[src/rtl/warp_sched_pkg.sv]
package warp_sched_pkg;
  // Widest warp id the control-to-datapath strobe can carry.
  parameter int CTL_WARP_W = 8;

  typedef struct packed {
    logic                  fire;  // issue the selected slot at this edge
    logic [CTL_WARP_W-1:0] warp;  // slot chosen by the selection logic
  } issue_strobe_t;
endpackage

[src/rtl/warp_sched_dpath.sv]
module warp_sched_dpath
  import warp_sched_pkg::*;
#(
  parameter int NUM_WARPS = 24,
  parameter int NUM_REGS  = 16,
  parameter int OP_W      = 8,
  parameter int AGE_W     = 4
) (
  input  logic                         clk,
  input  logic                         rstN,
  input  logic                         fetchValid,
  input  logic [$clog2(NUM_WARPS)-1:0] fetchWarp,
  input  logic [OP_W-1:0]              fetchOp,
  input  logic [$clog2(NUM_REGS)-1:0]  fetchDst,
  input  logic [$clog2(NUM_REGS)-1:0]  fetchSrcA,
  input  logic [$clog2(NUM_REGS)-1:0]  fetchSrcB,
  output logic                         fetchReady,
  input  logic                         wbValid,
  input  logic [$clog2(NUM_WARPS)-1:0] wbWarp,
  input  logic [$clog2(NUM_REGS)-1:0]  wbReg,
  input  issue_strobe_t                strobe,
  output logic [NUM_WARPS-1:0]         eligVec,
  output logic [NUM_WARPS*AGE_W-1:0]   ageFlat,
  output logic                         issueValid,
  output logic [$clog2(NUM_WARPS)-1:0] issueWarp,
  output logic [OP_W-1:0]              issueOp,
  output logic [$clog2(NUM_REGS)-1:0]  issueDst
);
  localparam int WID_W = $clog2(NUM_WARPS);
  localparam int REG_W = $clog2(NUM_REGS);
  localparam logic [AGE_W-1:0] AGE_MAX = {AGE_W{1'b1}};

  logic [NUM_WARPS-1:0] slotVec;
  logic [OP_W-1:0]      opArr  [NUM_WARPS];
  logic [REG_W-1:0]     dstArr [NUM_WARPS];
  logic                 inRange;
  logic [WID_W-1:0]     selIdx;

  assign inRange    = {1'b0, fetchWarp} < (WID_W+1)'(NUM_WARPS);
  assign fetchReady = inRange && !slotVec[fetchWarp];
  assign selIdx     = strobe.warp[WID_W-1:0];

  for (genvar w = 0; w < NUM_WARPS; w++) begin : g_warp
    logic                fillW, issW, wbW;
    logic                validQ;
    logic [OP_W-1:0]     opQ;
    logic [REG_W-1:0]    dstQ, srcAQ, srcBQ;
    logic [AGE_W-1:0]    ageQ;
    logic [NUM_REGS-1:0] pendQ, pendNext;

    assign fillW = fetchValid && fetchReady && (fetchWarp == WID_W'(w));
    assign issW  = strobe.fire && (strobe.warp == CTL_WARP_W'(w));
    assign wbW   = wbValid && (wbWarp == WID_W'(w));

    // Writeback clears first, issue sets last: set wins on a collision.
    always_comb begin
      pendNext = pendQ;
      if (wbW) pendNext[wbReg] = 1'b0;
      if (issW) pendNext[dstQ] = 1'b1;
    end

    always_ff @(posedge clk) begin
      if (!rstN) begin
        validQ <= 1'b0;
        ageQ   <= '0;
        pendQ  <= '0;
        opQ    <= '0;
        dstQ   <= '0;
        srcAQ  <= '0;
        srcBQ  <= '0;
      end else begin
        pendQ <= pendNext;
        if (fillW) begin
          validQ <= 1'b1;
          ageQ   <= '0;
          opQ    <= fetchOp;
          dstQ   <= fetchDst;
          srcAQ  <= fetchSrcA;
          srcBQ  <= fetchSrcB;
        end else if (issW) begin
          validQ <= 1'b0;
        end else if (validQ && ageQ != AGE_MAX) begin
          ageQ <= ageQ + 1'b1;
        end
      end
    end

    assign slotVec[w] = validQ;
    assign eligVec[w] = validQ && !pendQ[dstQ] && !pendQ[srcAQ] && !pendQ[srcBQ];
    assign ageFlat[w*AGE_W +: AGE_W] = ageQ;
    assign opArr[w]  = opQ;
    assign dstArr[w] = dstQ;
  end

  always_ff @(posedge clk) begin
    if (!rstN) begin
      issueValid <= 1'b0;
      issueWarp  <= '0;
      issueOp    <= '0;
      issueDst   <= '0;
    end else begin
      issueValid <= strobe.fire;
      if (strobe.fire) begin
        issueWarp <= selIdx;
        issueOp   <= opArr[selIdx];
        issueDst  <= dstArr[selIdx];
      end
    end
  end
endmodule

[src/rtl/warp_sched_ctrl.sv]
module warp_sched_ctrl
  import warp_sched_pkg::*;
#(
  parameter int NUM_WARPS   = 24,
  parameter int AGE_W       = 4,
  parameter int DISP_CYCLES = 4
) (
  input  logic                       clk,
  input  logic                       rstN,
  input  logic [NUM_WARPS-1:0]       eligVec,
  input  logic [NUM_WARPS*AGE_W-1:0] ageFlat,
  output issue_strobe_t              strobe
);
  localparam int WID_W  = $clog2(NUM_WARPS);
  localparam int BUSY_W = $clog2(DISP_CYCLES + 1);

  logic [BUSY_W-1:0] busyCnt;
  logic [WID_W-1:0]  rrPtr;
  logic              found;
  int                best;
  int                idx;
  logic [AGE_W-1:0]  bestAge;
  logic [AGE_W-1:0]  curAge;

  // Scan from the round-robin pointer; only a strictly older slot displaces
  // an earlier find, so equal ages resolve in pointer order.
  always_comb begin
    found   = 1'b0;
    best    = 0;
    bestAge = '0;
    idx     = 0;
    curAge  = '0;
    for (int k = 0; k < NUM_WARPS; k++) begin
      idx    = (int'(rrPtr) + k >= NUM_WARPS) ? int'(rrPtr) + k - NUM_WARPS : int'(rrPtr) + k;
      curAge = ageFlat[idx*AGE_W +: AGE_W];
      if (eligVec[idx] && (!found || curAge > bestAge)) begin
        found   = 1'b1;
        best    = idx;
        bestAge = curAge;
      end
    end
  end

  assign strobe.fire = found && (busyCnt == '0);
  assign strobe.warp = CTL_WARP_W'(best);

  always_ff @(posedge clk) begin
    if (!rstN) begin
      busyCnt <= '0;
      rrPtr   <= '0;
    end else begin
      if (strobe.fire) begin
        busyCnt <= BUSY_W'(DISP_CYCLES - 1);
        rrPtr   <= (best + 1 >= NUM_WARPS) ? '0 : WID_W'(best + 1);
      end else if (busyCnt != '0) begin
        busyCnt <= busyCnt - 1'b1;
      end
    end
  end
endmodule

[src/rtl/warp_issue_sched.sv]
module warp_issue_sched
  import warp_sched_pkg::*;
#(
  parameter int NUM_WARPS   = 24,
  parameter int NUM_REGS    = 16,
  parameter int OP_W        = 8,
  parameter int AGE_W       = 4,
  parameter int DISP_CYCLES = 4
) (
  input  logic                         clk,
  input  logic                         rstN,
  input  logic                         fetchValid,
  input  logic [$clog2(NUM_WARPS)-1:0] fetchWarp,
  input  logic [OP_W-1:0]              fetchOp,
  input  logic [$clog2(NUM_REGS)-1:0]  fetchDst,
  input  logic [$clog2(NUM_REGS)-1:0]  fetchSrcA,
  input  logic [$clog2(NUM_REGS)-1:0]  fetchSrcB,
  output logic                         fetchReady,
  input  logic                         wbValid,
  input  logic [$clog2(NUM_WARPS)-1:0] wbWarp,
  input  logic [$clog2(NUM_REGS)-1:0]  wbReg,
  output logic                         issueValid,
  output logic [$clog2(NUM_WARPS)-1:0] issueWarp,
  output logic [OP_W-1:0]              issueOp,
  output logic [$clog2(NUM_REGS)-1:0]  issueDst
);
  issue_strobe_t              strobe;
  logic [NUM_WARPS-1:0]       eligVec;
  logic [NUM_WARPS*AGE_W-1:0] ageFlat;

  warp_sched_dpath #(
    .NUM_WARPS(NUM_WARPS), .NUM_REGS(NUM_REGS), .OP_W(OP_W), .AGE_W(AGE_W)
  ) dpath_i (
    .clk(clk), .rstN(rstN),
    .fetchValid(fetchValid), .fetchWarp(fetchWarp), .fetchOp(fetchOp),
    .fetchDst(fetchDst), .fetchSrcA(fetchSrcA), .fetchSrcB(fetchSrcB),
    .fetchReady(fetchReady),
    .wbValid(wbValid), .wbWarp(wbWarp), .wbReg(wbReg),
    .strobe(strobe), .eligVec(eligVec), .ageFlat(ageFlat),
    .issueValid(issueValid), .issueWarp(issueWarp),
    .issueOp(issueOp), .issueDst(issueDst)
  );

  warp_sched_ctrl #(
    .NUM_WARPS(NUM_WARPS), .AGE_W(AGE_W), .DISP_CYCLES(DISP_CYCLES)
  ) ctrl_i (
    .clk(clk), .rstN(rstN),
    .eligVec(eligVec), .ageFlat(ageFlat), .strobe(strobe)
  );
endmodule

[config.mk]
export PLATFORM = sky130hd
export DESIGN_NAME = warp_issue_sched
export DESIGN_NICKNAME = d
export VERILOG_FILES = /design/src/rtl/warp_sched_pkg.sv /design/src/rtl/warp_sched_dpath.sv /design/src/rtl/warp_sched_ctrl.sv /design/src/rtl/warp_issue_sched.sv
export SDC_FILE = /design/constraint.sdc
export NUM_CORES = 2
export LEC_CHECK = 0
export BUFFER_PORTS_ARGS = -buffer_cell sky130_fd_sc_hd__buf_2
export CORE_MARGIN = 2
export CORE_UTILIZATION = 35
export DETAILED_ROUTE_END_ITERATION = 10
export PLACE_DENSITY = 0.57
export SETUP_SLACK_MARGIN = 0.15
export SYNTH_ARGS = -nofsm -noshare
export SYNTH_HDL_FRONTEND = slang
export SYNTH_SLANG_ARGS = --single-unit
[constraint.sdc]
create_clock -name clk -period 60.9 [get_ports clk]
set_input_delay 3.045 -clock clk [delete_from_list [all_inputs] [get_ports clk]]
set_output_delay 3.045 -clock clk [all_outputs]
set_load 0.03 [all_outputs]
==> impl_metrics.ini <==
[synth]
synth.distinct_cells = 118
yosysSeqAreaShare = 0.290
ys.flop_type = dfxtp_1
syn_area_sq_mm = 0.0696
yosys_warnings = 0
synth_nets = 8492
avgSynthCellArea_sq_um = 8.42
async_flop_share = 0
synth_edf_count = 0
yosys_register_bits = 1010
syn_inst = 8272

[floorplanning]
io_pins = 57
initial_core_util = 0.352
die_h_um = 450
die_w_um = 450
fp-row-count = 163
dieArea_sq_mm = 0.203
coreArea_sq_mm = 0.198

[drt]
drt_wl_total_um = 309000
vias_per_cell = 6.47
antenna_left = 0
wl_per_cell_um = 29.0
drc = 0
dr.pass1.iters = 7
num_vias = 68800
drtIter0Drc = 9608

[timing]
max_freq_mhz = 18.7
hold_viol_final = 0
maxSlewViolCount = 0
hold_slack_ns = 0.464
setup_viol = 0
finalCritPeriodShare = 0.880
tightestPinTransition_ns = 1.32
rsz0062_at_grt = false
finalSetupTns_ns = 0
timing.slew.headroom = 0.116
setup_ws_ns = 7.33
fin_crit_ns = 53.57
clock_skew_ns = 0.0282

[hold_path]
hold_class = register to register

[final_layout]
fin_nets = 8119
nFillCells = 19800
drive_above_1_share = 0.120
synthToLayoutAreaGrowth_pct = 8.60
mostFrequentLayoutCells = nand2_1 (1626), dfxtp_1 (1007), a21boi_0 (507), o211ai_1 (431), nor2_1 (392)
layout_commonest_cell = nand2_1

[cts]
path_clk_slew_ns = 0.06
post_cts_resized = 0
cts.sinks = 1010
clk_path_buf_depth = 3
htreeDepth = 3
tritoncts = built
cts_setup_buffers = 0
insertion_delay_ns = 0.75
cts_made_buffers = 109
cts_hold_buf = 0
root_buffer = clkbuf_16

[global_routing]
antenna_found_initial = 15
overflow = 0
grt_max_degree = 218
grt_pass1_wl_um = 448000
track_usage = 0.293
grt_pass1_vias = 64000

[place]
dp_hpwl_um = 219000
portBuffers = 56
pre_cts_slack_ns = 8.65
place_congestion = 1.08

[status]
status = completed

[critical_path]
cp-end-kind = register
arrival_ns = 54.20
worst-path-max-fanout = 91
cpPeakStageDelay_ns = 1.07
crit_top_cell = a21oi_1
crit_required_ns = 61.53
slowest_stage = nor3_1
start_kind = register
crit_type = register to register

[job]
maxCapViolCount = 0
==> path summary, 6_finish.rpt <==
check                                 to  slack, ns  cells past startpoint                       from
max          dpath_i.g_warp[2].pendQ[13]       7.33                    237  dpath_i.g_warp[8].dstQ[0]
min             dpath_i.g_warp[8].opQ[4]       0.46                      2   dpath_i.g_warp[8].opQ[4]
max reg2reg  dpath_i.g_warp[2].pendQ[13]       7.33                    237  dpath_i.g_warp[8].dstQ[0]
min reg2reg     dpath_i.g_warp[8].opQ[4]       0.46                      2   dpath_i.g_warp[8].opQ[4]
==> synthesized netlist by cell type, types with 17 or more instances <==
| cell type | instances | area [sq um] |
|---|---|---|
| a22oi_1 | 65 | 488 |
| o41ai_2 | 19 | 309 |
| nor2b_1 | 131 | 820 |
| or2_2 | 23 | 144 |
| nand3_1 | 183 | 916 |
| inv_1 | 179 | 672 |
| buf_2 | 99 | 495 |
| o211a_1 | 17 | 170 |
| nand2b_1 | 98 | 613 |
| xnor2_1 | 41 | 359 |
| o41ai_1 | 37 | 324 |
| mux2_2 | 56 | 631 |
| a21o_1 | 36 | 270 |
| and2_1 | 53 | 332 |
| a31oi_1 | 100 | 626 |
| a21boi_0 | 507 | 3810 |
| mux4_2 | 364 | 8200 |
| o21ai_0 | 254 | 1270 |
| a221o_1 | 17 | 170 |
| o22ai_1 | 49 | 307 |
| nor4_1 | 29 | 181 |
| o31ai_1 | 136 | 1020 |
| nor2_1 | 395 | 1480 |
| dfxtp_1 | 1010 | 20200 |
| clkbuf_1 | 528 | 1980 |
| o21ai_1 | 126 | 631 |
| o21a_1 | 32 | 240 |
| buf_1 | 38 | 143 |
| nand4_1 | 52 | 325 |
| o211ai_1 | 431 | 3240 |
| mux2i_1 | 366 | 3660 |
| a21oi_1 | 216 | 1080 |
| nand3b_1 | 44 | 330 |
| or3_1 | 33 | 206 |
| ha_1 | 182 | 2280 |
| nor3b_1 | 18 | 135 |
| a32oi_1 | 33 | 289 |
| a211oi_1 | 55 | 413 |
| nor3_1 | 112 | 561 |
| or4_1 | 17 | 128 |
| a311oi_1 | 30 | 263 |
| and3_1 | 47 | 294 |
| a41o_1 | 23 | 230 |
| nand2_1 | 1636 | 6140 |
==> metal layers <==
| layer | up-vias | track usage | share of wire |
|---|---|---|---|
| met4 | 10 | 0.170 | 0.066 |
| li1 | 30000 | - | - |
| met3 | 900 | 0.0580 | 0.11 |
| met2 | 4138 | 0.444 | 0.43 |
| met1 | 33800 | 0.387 | 0.40 |
| met5 | - | 0 | 0.00024 |
==> worst max-delay path, delay by kind of cell, from the launching register on <==
family,cells,cell delay (ns)
AO/OA/AOI/OAI,120,25.30
multiplexers,3,1.34
AND/OR/NAND/NOR,83,17.14
buffers and inverters,7,1.36
adder cells (fa/ha/maj),24,7.40
flip-flops,1,0.63
==> area by class of cell <==
| class | count | area, sq um | share of cell area |
|---|---|---|---|
| repair buffers | 203 | 1440 | 0.0191 |
| well taps | 2640 | 3300 | 0.0437 |
| multi-input cells | 6385 | 46200 | 0.611 |
| clock inverters | 33 | 492 | 0.00650 |
| clock buffers | 167 | 3260 | 0.0431 |
| diodes | 7 | 17.5 | 0.000232 |
| inverters | 190 | 713 | 0.00943 |
| flip-flops and latches | 1010 | 20200 | 0.267 |
==> sequential cells by signal (all words and copies together), names as in the netlist <==
signal,cells
dpath_i.issueOp,8
dpath_i.g_warp.ageQ,96
dpath_i.g_warp.opQ,192
ctrl_i.busyCnt,3
dpath_i.g_warp.srcBQ,96
dpath_i.g_warp.validQ,24
dpath_i.issueDst,4
ctrl_i.rrPtr,5
dpath_i.g_warp.pendQ,384
dpath_i.g_warp.srcAQ,96
dpath_i.g_warp.dstQ,96
dpath_i.issueWarp,5
dpath_i.issueValid,1
==> cells by family (layout without fill, tap and decap cells) <==
family	count (synthesis)	after routing	synth area share
AND/OR/NAND/NOR	2963	2963	0.194
AO/OA/AOI/OAI	2397	2397	0.246
flip-flops	1010	1010	0.290
buffers and inverters	877	593	0.0502
multiplexers	791	791	0.180
adder cells (fa/ha/maj)	182	182	0.0327
XOR/XNOR	52	52	0.00676
other	0	7	0
==> metrics by stage <==
stage          cell area, sq um  std cells  utilization
6_report                  75600      10600        0.383
4_1_cts                   75600      10600        0.383
3_5_place_dp              71900      10400        0.364
5_1_grt                   75600      10600        0.383
2_1_floorplan             69600       8272            -
3_3_place_gp              71900      10400        0.364
Power is left out: the tool's default activity adds up to more than one toggle a clock period on the data nets, which glitch-free logic cannot reach.
